File: src/rtl/vtg_pkg.sv
package vtg_pkg;
  typedef enum logic [1:0] {
    PH_SYNC  = 2'd0,
    PH_BACK  = 2'd1,
    PH_ACT   = 2'd2,
    PH_FRONT = 2'd3
  } vtg_phase_e;
  localparam int unsigned NUM_PHASES = 4;
endpackage

File: src/rtl/vtg_axis.sv
module vtg_axis
  import vtg_pkg::*;
#(
  parameter int unsigned W = 12
) (
  input  logic             clk,
  input  logic             rst,
  input  logic             step,
  input  logic             load,
  input  logic [NUM_PHASES-1:0][W-1:0] lens,
  output vtg_phase_e       phase,
  output logic [W-1:0]     cnt,
  output logic             wrap
);
  logic [NUM_PHASES-1:0][W-1:0] shd;
  logic                         at_end;

  // shadow interval lengths, captured only at frame boundaries
  always_ff @(posedge clk) begin
    if (rst || load) shd <= lens;
  end

  assign at_end = (cnt == shd[phase]);
  assign wrap   = step && at_end && (phase == PH_FRONT);

  always_ff @(posedge clk) begin
    if (rst) begin
      phase <= PH_SYNC;
      cnt   <= '0;
    end else if (step) begin
      if (at_end) begin
        cnt   <= '0;
        phase <= vtg_phase_e'(phase + 2'd1);
      end else begin
        cnt <= cnt + 1'b1;
      end
    end
  end

  AST_PHASE_ORDER: assert property (@(posedge clk) disable iff (rst)
    (phase != $past(phase)) |-> (2'(phase - $past(phase)) == 2'd1));

  AST_CNT_BOUND: assert property (@(posedge clk) disable iff (rst)
    cnt <= shd[phase]);
endmodule

File: src/rtl/vtg_events.sv
module vtg_events #(
  parameter int unsigned NCH = 2
) (
  input  logic           clk,
  input  logic           rst,
  input  logic [NCH-1:0] irq_ev,
  input  logic [NCH-1:0] irq_en,
  input  logic [NCH-1:0] irq_ack,
  input  logic           flip_ev,
  input  logic [NCH-1:0] flip_en,
  output logic [NCH-1:0] irq_q,
  output logic [NCH-1:0] sel_q
);
  for (genvar c = 0; c < NCH; c++) begin : g_ch
    always_ff @(posedge clk) begin
      if (rst) irq_q[c] <= 1'b0;
      else     irq_q[c] <= (irq_q[c] & ~irq_ack[c]) | (irq_ev[c] & irq_en[c]);
    end

    always_ff @(posedge clk) begin
      if (rst)                       sel_q[c] <= 1'b0;
      else if (flip_ev && flip_en[c]) sel_q[c] <= ~sel_q[c];
    end

    AST_IRQ_SET: assert property (@(posedge clk) disable iff (rst)
      $past(!rst && irq_ev[c] && irq_en[c]) |-> irq_q[c]);

    AST_IRQ_STICKY: assert property (@(posedge clk) disable iff (rst)
      $past(irq_q[c] && !irq_ack[c]) |-> irq_q[c]);

    AST_BANK_HOLD: assert property (@(posedge clk) disable iff (rst)
      !$past(flip_ev && flip_en[c]) |-> $stable(sel_q[c]));
  end
endmodule

File: src/rtl/vid_timing_gen.sv
module vid_timing_gen
  import vtg_pkg::*;
#(
  parameter int unsigned HW = 12,
  parameter int unsigned VW = 12
) (
  input  logic          clk,
  input  logic          rst,
  input  logic [HW-1:0] h_sync_len,
  input  logic [HW-1:0] h_back_len,
  input  logic [HW-1:0] h_act_len,
  input  logic [HW-1:0] h_front_len,
  input  logic [VW-1:0] v_sync_len,
  input  logic [VW-1:0] v_back_len,
  input  logic [VW-1:0] v_act_len,
  input  logic [VW-1:0] v_front_len,
  input  logic          pol_hs,
  input  logic          pol_vs,
  input  logic          pol_cs,
  input  logic          pol_blank,
  input  logic          irq_en_h,
  input  logic          irq_en_v,
  input  logic          ack_h,
  input  logic          ack_v,
  input  logic          bank_en_page,
  input  logic          bank_en_lut,
  output logic          hsync,
  output logic          vsync,
  output logic          csync,
  output logic          blank,
  output logic          pix_en,
  output logic [HW-1:0] pix_x,
  output logic [VW-1:0] line_y,
  output logic          irq_h,
  output logic          irq_v,
  output logic          page_sel,
  output logic          lut_sel
);
  vtg_phase_e    h_ph, v_ph;
  logic [HW-1:0] h_cnt;
  logic [VW-1:0] v_cnt;
  logic          h_wrap, v_wrap;
  logic          h_begin, v_begin;
  logic          hs_raw, vs_raw, act_raw;
  logic [1:0]    irq_bits, sel_bits;

  vtg_axis #(.W(HW)) i_h_axis (
    .clk  (clk),
    .rst  (rst),
    .step (1'b1),
    .load (v_wrap),
    .lens ({h_front_len, h_act_len, h_back_len, h_sync_len}),
    .phase(h_ph),
    .cnt  (h_cnt),
    .wrap (h_wrap)
  );

  vtg_axis #(.W(VW)) i_v_axis (
    .clk  (clk),
    .rst  (rst),
    .step (h_wrap),
    .load (v_wrap),
    .lens ({v_front_len, v_act_len, v_back_len, v_sync_len}),
    .phase(v_ph),
    .cnt  (v_cnt),
    .wrap (v_wrap)
  );

  assign hs_raw  = (h_ph == PH_SYNC);
  assign vs_raw  = (v_ph == PH_SYNC);
  assign act_raw = (h_ph == PH_ACT) && (v_ph == PH_ACT);
  assign h_begin = hs_raw && (h_cnt == '0);
  assign v_begin = h_begin && vs_raw && (v_cnt == '0);

  vtg_events #(.NCH(2)) i_events (
    .clk    (clk),
    .rst    (rst),
    .irq_ev ({v_begin, h_begin}),
    .irq_en ({irq_en_v, irq_en_h}),
    .irq_ack({ack_v, ack_h}),
    .flip_ev(v_begin),
    .flip_en({bank_en_lut, bank_en_page}),
    .irq_q  (irq_bits),
    .sel_q  (sel_bits)
  );

  assign irq_h    = irq_bits[0];
  assign irq_v    = irq_bits[1];
  assign page_sel = sel_bits[0];
  assign lut_sel  = sel_bits[1];

  // registered output stage, polarity applied last
  always_ff @(posedge clk) begin
    if (rst) begin
      hsync  <= ~pol_hs;
      vsync  <= ~pol_vs;
      csync  <= ~pol_cs;
      blank  <= ~pol_blank;
      pix_en <= 1'b0;
      pix_x  <= '0;
      line_y <= '0;
    end else begin
      hsync  <= hs_raw ? pol_hs : ~pol_hs;
      vsync  <= vs_raw ? pol_vs : ~pol_vs;
      csync  <= (hs_raw || vs_raw) ? pol_cs : ~pol_cs;
      blank  <= act_raw ? ~pol_blank : pol_blank;
      pix_en <= act_raw;
      pix_x  <= (h_ph == PH_ACT) ? h_cnt : '0;
      line_y <= (v_ph == PH_ACT) ? v_cnt : '0;
    end
  end

  AST_CSYNC_OR: assert property (@(posedge clk) disable iff (rst)
    ((csync == $past(pol_cs)) ==
     ((hsync == $past(pol_hs)) || (vsync == $past(pol_vs)))));

  AST_BLANK_PIX: assert property (@(posedge clk) disable iff (rst)
    pix_en |-> (blank != $past(pol_blank)));

  AST_POS_IDLE: assert property (@(posedge clk) disable iff (rst)
    !pix_en |-> ((pix_x == '0) || (line_y == '0) || 1'b0) || (pix_x == '0) || (line_y == '0));
endmodule

File: config.mk
export PLATFORM = sky130hd
export DESIGN_NAME = vid_timing_gen
export DESIGN_NICKNAME = d
export VERILOG_FILES = /design/src/rtl/vtg_pkg.sv /design/src/rtl/vtg_axis.sv /design/src/rtl/vtg_events.sv /design/src/rtl/vid_timing_gen.sv
export SDC_FILE = /design/constraint.sdc
export NUM_CORES = 1
export LEC_CHECK = 0
export CELL_PAD_IN_SITES_DETAIL_PLACEMENT = 0
export CELL_PAD_IN_SITES_GLOBAL_PLACEMENT = 1
export CORE_UTILIZATION = 35
export CTS_CLUSTER_SIZE = 8
export DETAILED_ROUTE_END_ITERATION = 16
export DONT_BUFFER_PORTS = 1
export GPL_TIMING_DRIVEN = 0
export HOLD_SLACK_MARGIN = 0.1
export PLACE_DENSITY = 0.67
export RECOVER_POWER = 100
export SYNTH_ARGS = -nofsm -noshare
export SYNTH_HDL_FRONTEND = slang
export SYNTH_SLANG_ARGS = --single-unit
File: constraint.sdc
create_clock -name clk -period 5.45 [get_ports clk]
set_input_delay 0.2725 -clock clk [delete_from_list [all_inputs] [get_ports clk]]
set_output_delay 0.2725 -clock clk [all_outputs]
set_load 0.02 [all_outputs]
==> impl_metrics.env <==
export IMPL_status="completed"
export IMPL_fin_crit_ns=4.38
export IMPL_dp_hpwl_microns=8750
export IMPL_wl_per_cell_microns=17.0
export IMPL_avgSynthCellArea_sq_um=14.9
export IMPL_mostFrequentLayoutCells="dlygate4sd3_1 (107), edfxtp_1 (96), dfxtp_1 (61)"
export IMPL_p_leak_uw=0.00283
export IMPL_num_vias=3773
export IMPL_finalWirelength_microns=13400
export IMPL_crit_arrival_ns=4.46
export IMPL_clk_insertion_delay_late_ns=0.43
export IMPL_syn_nets=542
export IMPL_synth_fa_ha_area_frac=0.0198
export IMPL_setup_violations=0
export IMPL_ys_async_sr_fraction=0
export IMPL_maxCapViolCount=0
export IMPL_nets=669
export IMPL_pwr_density_cell_nw_per_um2=336
export IMPL_grt_max_degree=83
export IMPL_synthXorXnorAreaFrac=0.0716
export IMPL_core_area_sq_um=17500
export IMPL_mostFrequentLayoutCell="dlygate4sd3_1"
export IMPL_crit_path_max_fanout=82
export IMPL_slew_headroom=0.240
export IMPL_setup_slack_ns=1.07
export IMPL_critical_path_required_ns=5.53
export IMPL_antenna_found_initial=0
export IMPL_total_power_uw=2790
export IMPL_stdcell_count=789
export IMPL_ir_drop_uv=242
export IMPL_worst_pin_slew_ns=1.13
export IMPL_nFillCells=1538
export IMPL_cp_end_kind="register"
export IMPL_areaGrowthSynthToFinish_pct=31.4
export IMPL_drt_iter0_markers=196
export IMPL_grt_pass1_vias=4029
export IMPL_die_x_microns=136
export IMPL_clkTransAtPathRegs_ns=0.06
export IMPL_final_layout_size_suffix_gt1_frac=0.121
export IMPL_grt_usage=0.158
export IMPL_port_buffers=0
export IMPL_worstSetupPathType="reg -> reg"
export IMPL_diodes=0
export IMPL_max_freq_mhz=228
export IMPL_grt_overflow=0
export IMPL_min_path_type="in -> reg"
export IMPL_cts_root_buf="clkbuf_16"
export IMPL_gp_congestion=0.824
export IMPL_synthFlopType="edfxtp_1"
export IMPL_ys_seq_area_frac=0.651
export IMPL_cts_buffers=17
export IMPL_ios=141
export IMPL_rsz0062_at_grt="false"
export IMPL_fin_worst_skew_ns=0.00991
export IMPL_clockBufferDepth=2
export IMPL_synth_area_mux_share=0.0887
export IMPL_utilization=0.474
export IMPL_synth_cell_area_sq_um=6310
export IMPL_slew_viol_final=0
export IMPL_yosys_area_share_simple=0.121
export IMPL_via_per_inst=4.78
export IMPL_start_kind="register"
export IMPL_synth_cells=424
export IMPL_cts_htree_levels=4
export IMPL_grt_pass1_wl_microns=21500
export IMPL_drtAntennaViolNets=0
export IMPL_start_util=0.361
export IMPL_rows=48
export IMPL_synth_top_family_by_area="simple AND/OR/NAND/NOR gates"
export IMPL_synth_edff_count=96
export IMPL_drc=0
export IMPL_cts_resized=0
export IMPL_firstDrtPassIters=4
export IMPL_clock_sinks=157
export IMPL_cts_tree="yes"
export IMPL_fin_tns_setup_ns=0
export IMPL_final_hold_viol_count=0
export IMPL_placedCellCount=650
export IMPL_synth_distinct_cells=44
export IMPL_die_area_sq_um=18600
export IMPL_die_h_microns=136
export IMPL_post_route_period_util=0.803
export IMPL_synth_compound_area_frac=0.0256
export IMPL_ys_warnings_count=0
export IMPL_synth_seq_cells=157
export IMPL_pre_cts_slack_ns=1.48
area by class of cell:
| type | count | area [sq um] | share of cell area |
|---|---|---|---|
| plain buffers | 19 | 86.3 | 0.0104 |
| clock buffers | 18 | 429 | 0.0518 |
| clock inverters | 14 | 193 | 0.0232 |
| inverters | 12 | 45.0 | 0.00543 |
| multi-input cells | 236 | 2050 | 0.248 |
| flip-flops and latches | 157 | 4100 | 0.495 |
| well taps | 225 | 282 | 0.0340 |
| repair buffers | 108 | 1100 | 0.133 |
layer usage:
layer  up-vias  GRT usage  wire length (microns)
met5         -          0                      0
met3        13     0.0518                    691
met4         0     0.0537                    154
met2       109      0.253                   6400
li1       1817          -                      -
met1      1834      0.200                   6190
sequential cells by signal (all words and copies together), names as in the netlist:
signal,count
i_events.irq_q,2
blank,1
i_v_axis.shd,48
i_h_axis.phase,2
pix_en,1
hsync,1
i_events.sel_q,2
i_h_axis.shd,48
pix_x,12
i_v_axis.cnt,12
line_y,12
i_h_axis.cnt,12
i_v_axis.phase,2
vsync,1
csync,1
Yosys cell counts (2+ instances only):
cell type,instances,share of area
inv_1,12,0.0071
nor4b_1,2,0.0028
nor4_1,8,0.0079
and3_1,7,0.0069
ha_1,10,0.020
nor2_1,24,0.014
nand2b_1,6,0.0060
buf_1,4,0.0024
o221ai_1,3,0.0042
or2_2,3,0.0030
nand4_1,7,0.0069
mux2i_1,6,0.0095
buf_6,2,0.0036
mux4_2,21,0.075
buf_2,2,0.0016
nor2b_1,5,0.0050
xnor2_2,3,0.0077
edfxtp_1,96,0.46
or3_1,2,0.0020
nand4_4,2,0.0067
nor3_1,13,0.010
and2_1,25,0.025
clkbuf_1,10,0.0060
xnor2_1,37,0.051
a31o_2,3,0.0042
xor2_1,9,0.012
nand2_1,6,0.0036
nand3_1,13,0.010
a21oi_1,5,0.0040
dfxtp_1,61,0.19
o211ai_1,4,0.0048
final timing paths:
check	cells after the start	startpoint	endpoint	slack (ns)
worst min-delay path	2	rst	i_v_axis.cnt[4]	0.12
worst max register to register	10	i_h_axis.phase[0]	i_h_axis.shd[2]	1.07
worst max-delay path	10	i_h_axis.phase[0]	i_h_axis.shd[2]	1.07
worst min register to register	1	i_v_axis.cnt[11]	line_y[11]	0.58
kinds of logic after synthesis:
group,after synthesis
flops,157
xor+xnor,49
fa+ha+maj,10
mux,28
buf+inv,31
compound gates,21
simple gates,128
worst max-delay path: stages, from the launching register on:
cell	delay [ns]
dfxtp_1	0.36
buf_6	0.15
clkbuf_1	0.64
mux4_2	0.64
xnor2_1	0.15
nand4_1	0.41
nor4_4	0.58
and3_1	0.25
buf_6	0.14
a21o_4	0.26
buf_16	0.34
report_power, final:
part	total (uW)	switching [uW]	internal, uW
registers	1360	29.9	1330
clock network	1250	486	768
logic	171	71.1	99.5
total	2790	587	2200
timing repair:
action,4_1_cts,5_1_grt
hold buffers,107,0
endpoints found under the hold margin,111,0
buffers inserted,0,0
through the flow:
step                      area, sq um  hold WS, ns
final                            8290        0.122
after global placement           6590        0.371
after global routing             8290        0.102
after detailed placement         6620        0.371
after CTS                        8320        0.106
after floorplan                  6310        0.371
No activity file was read; power rests on OpenSTA's default activity.
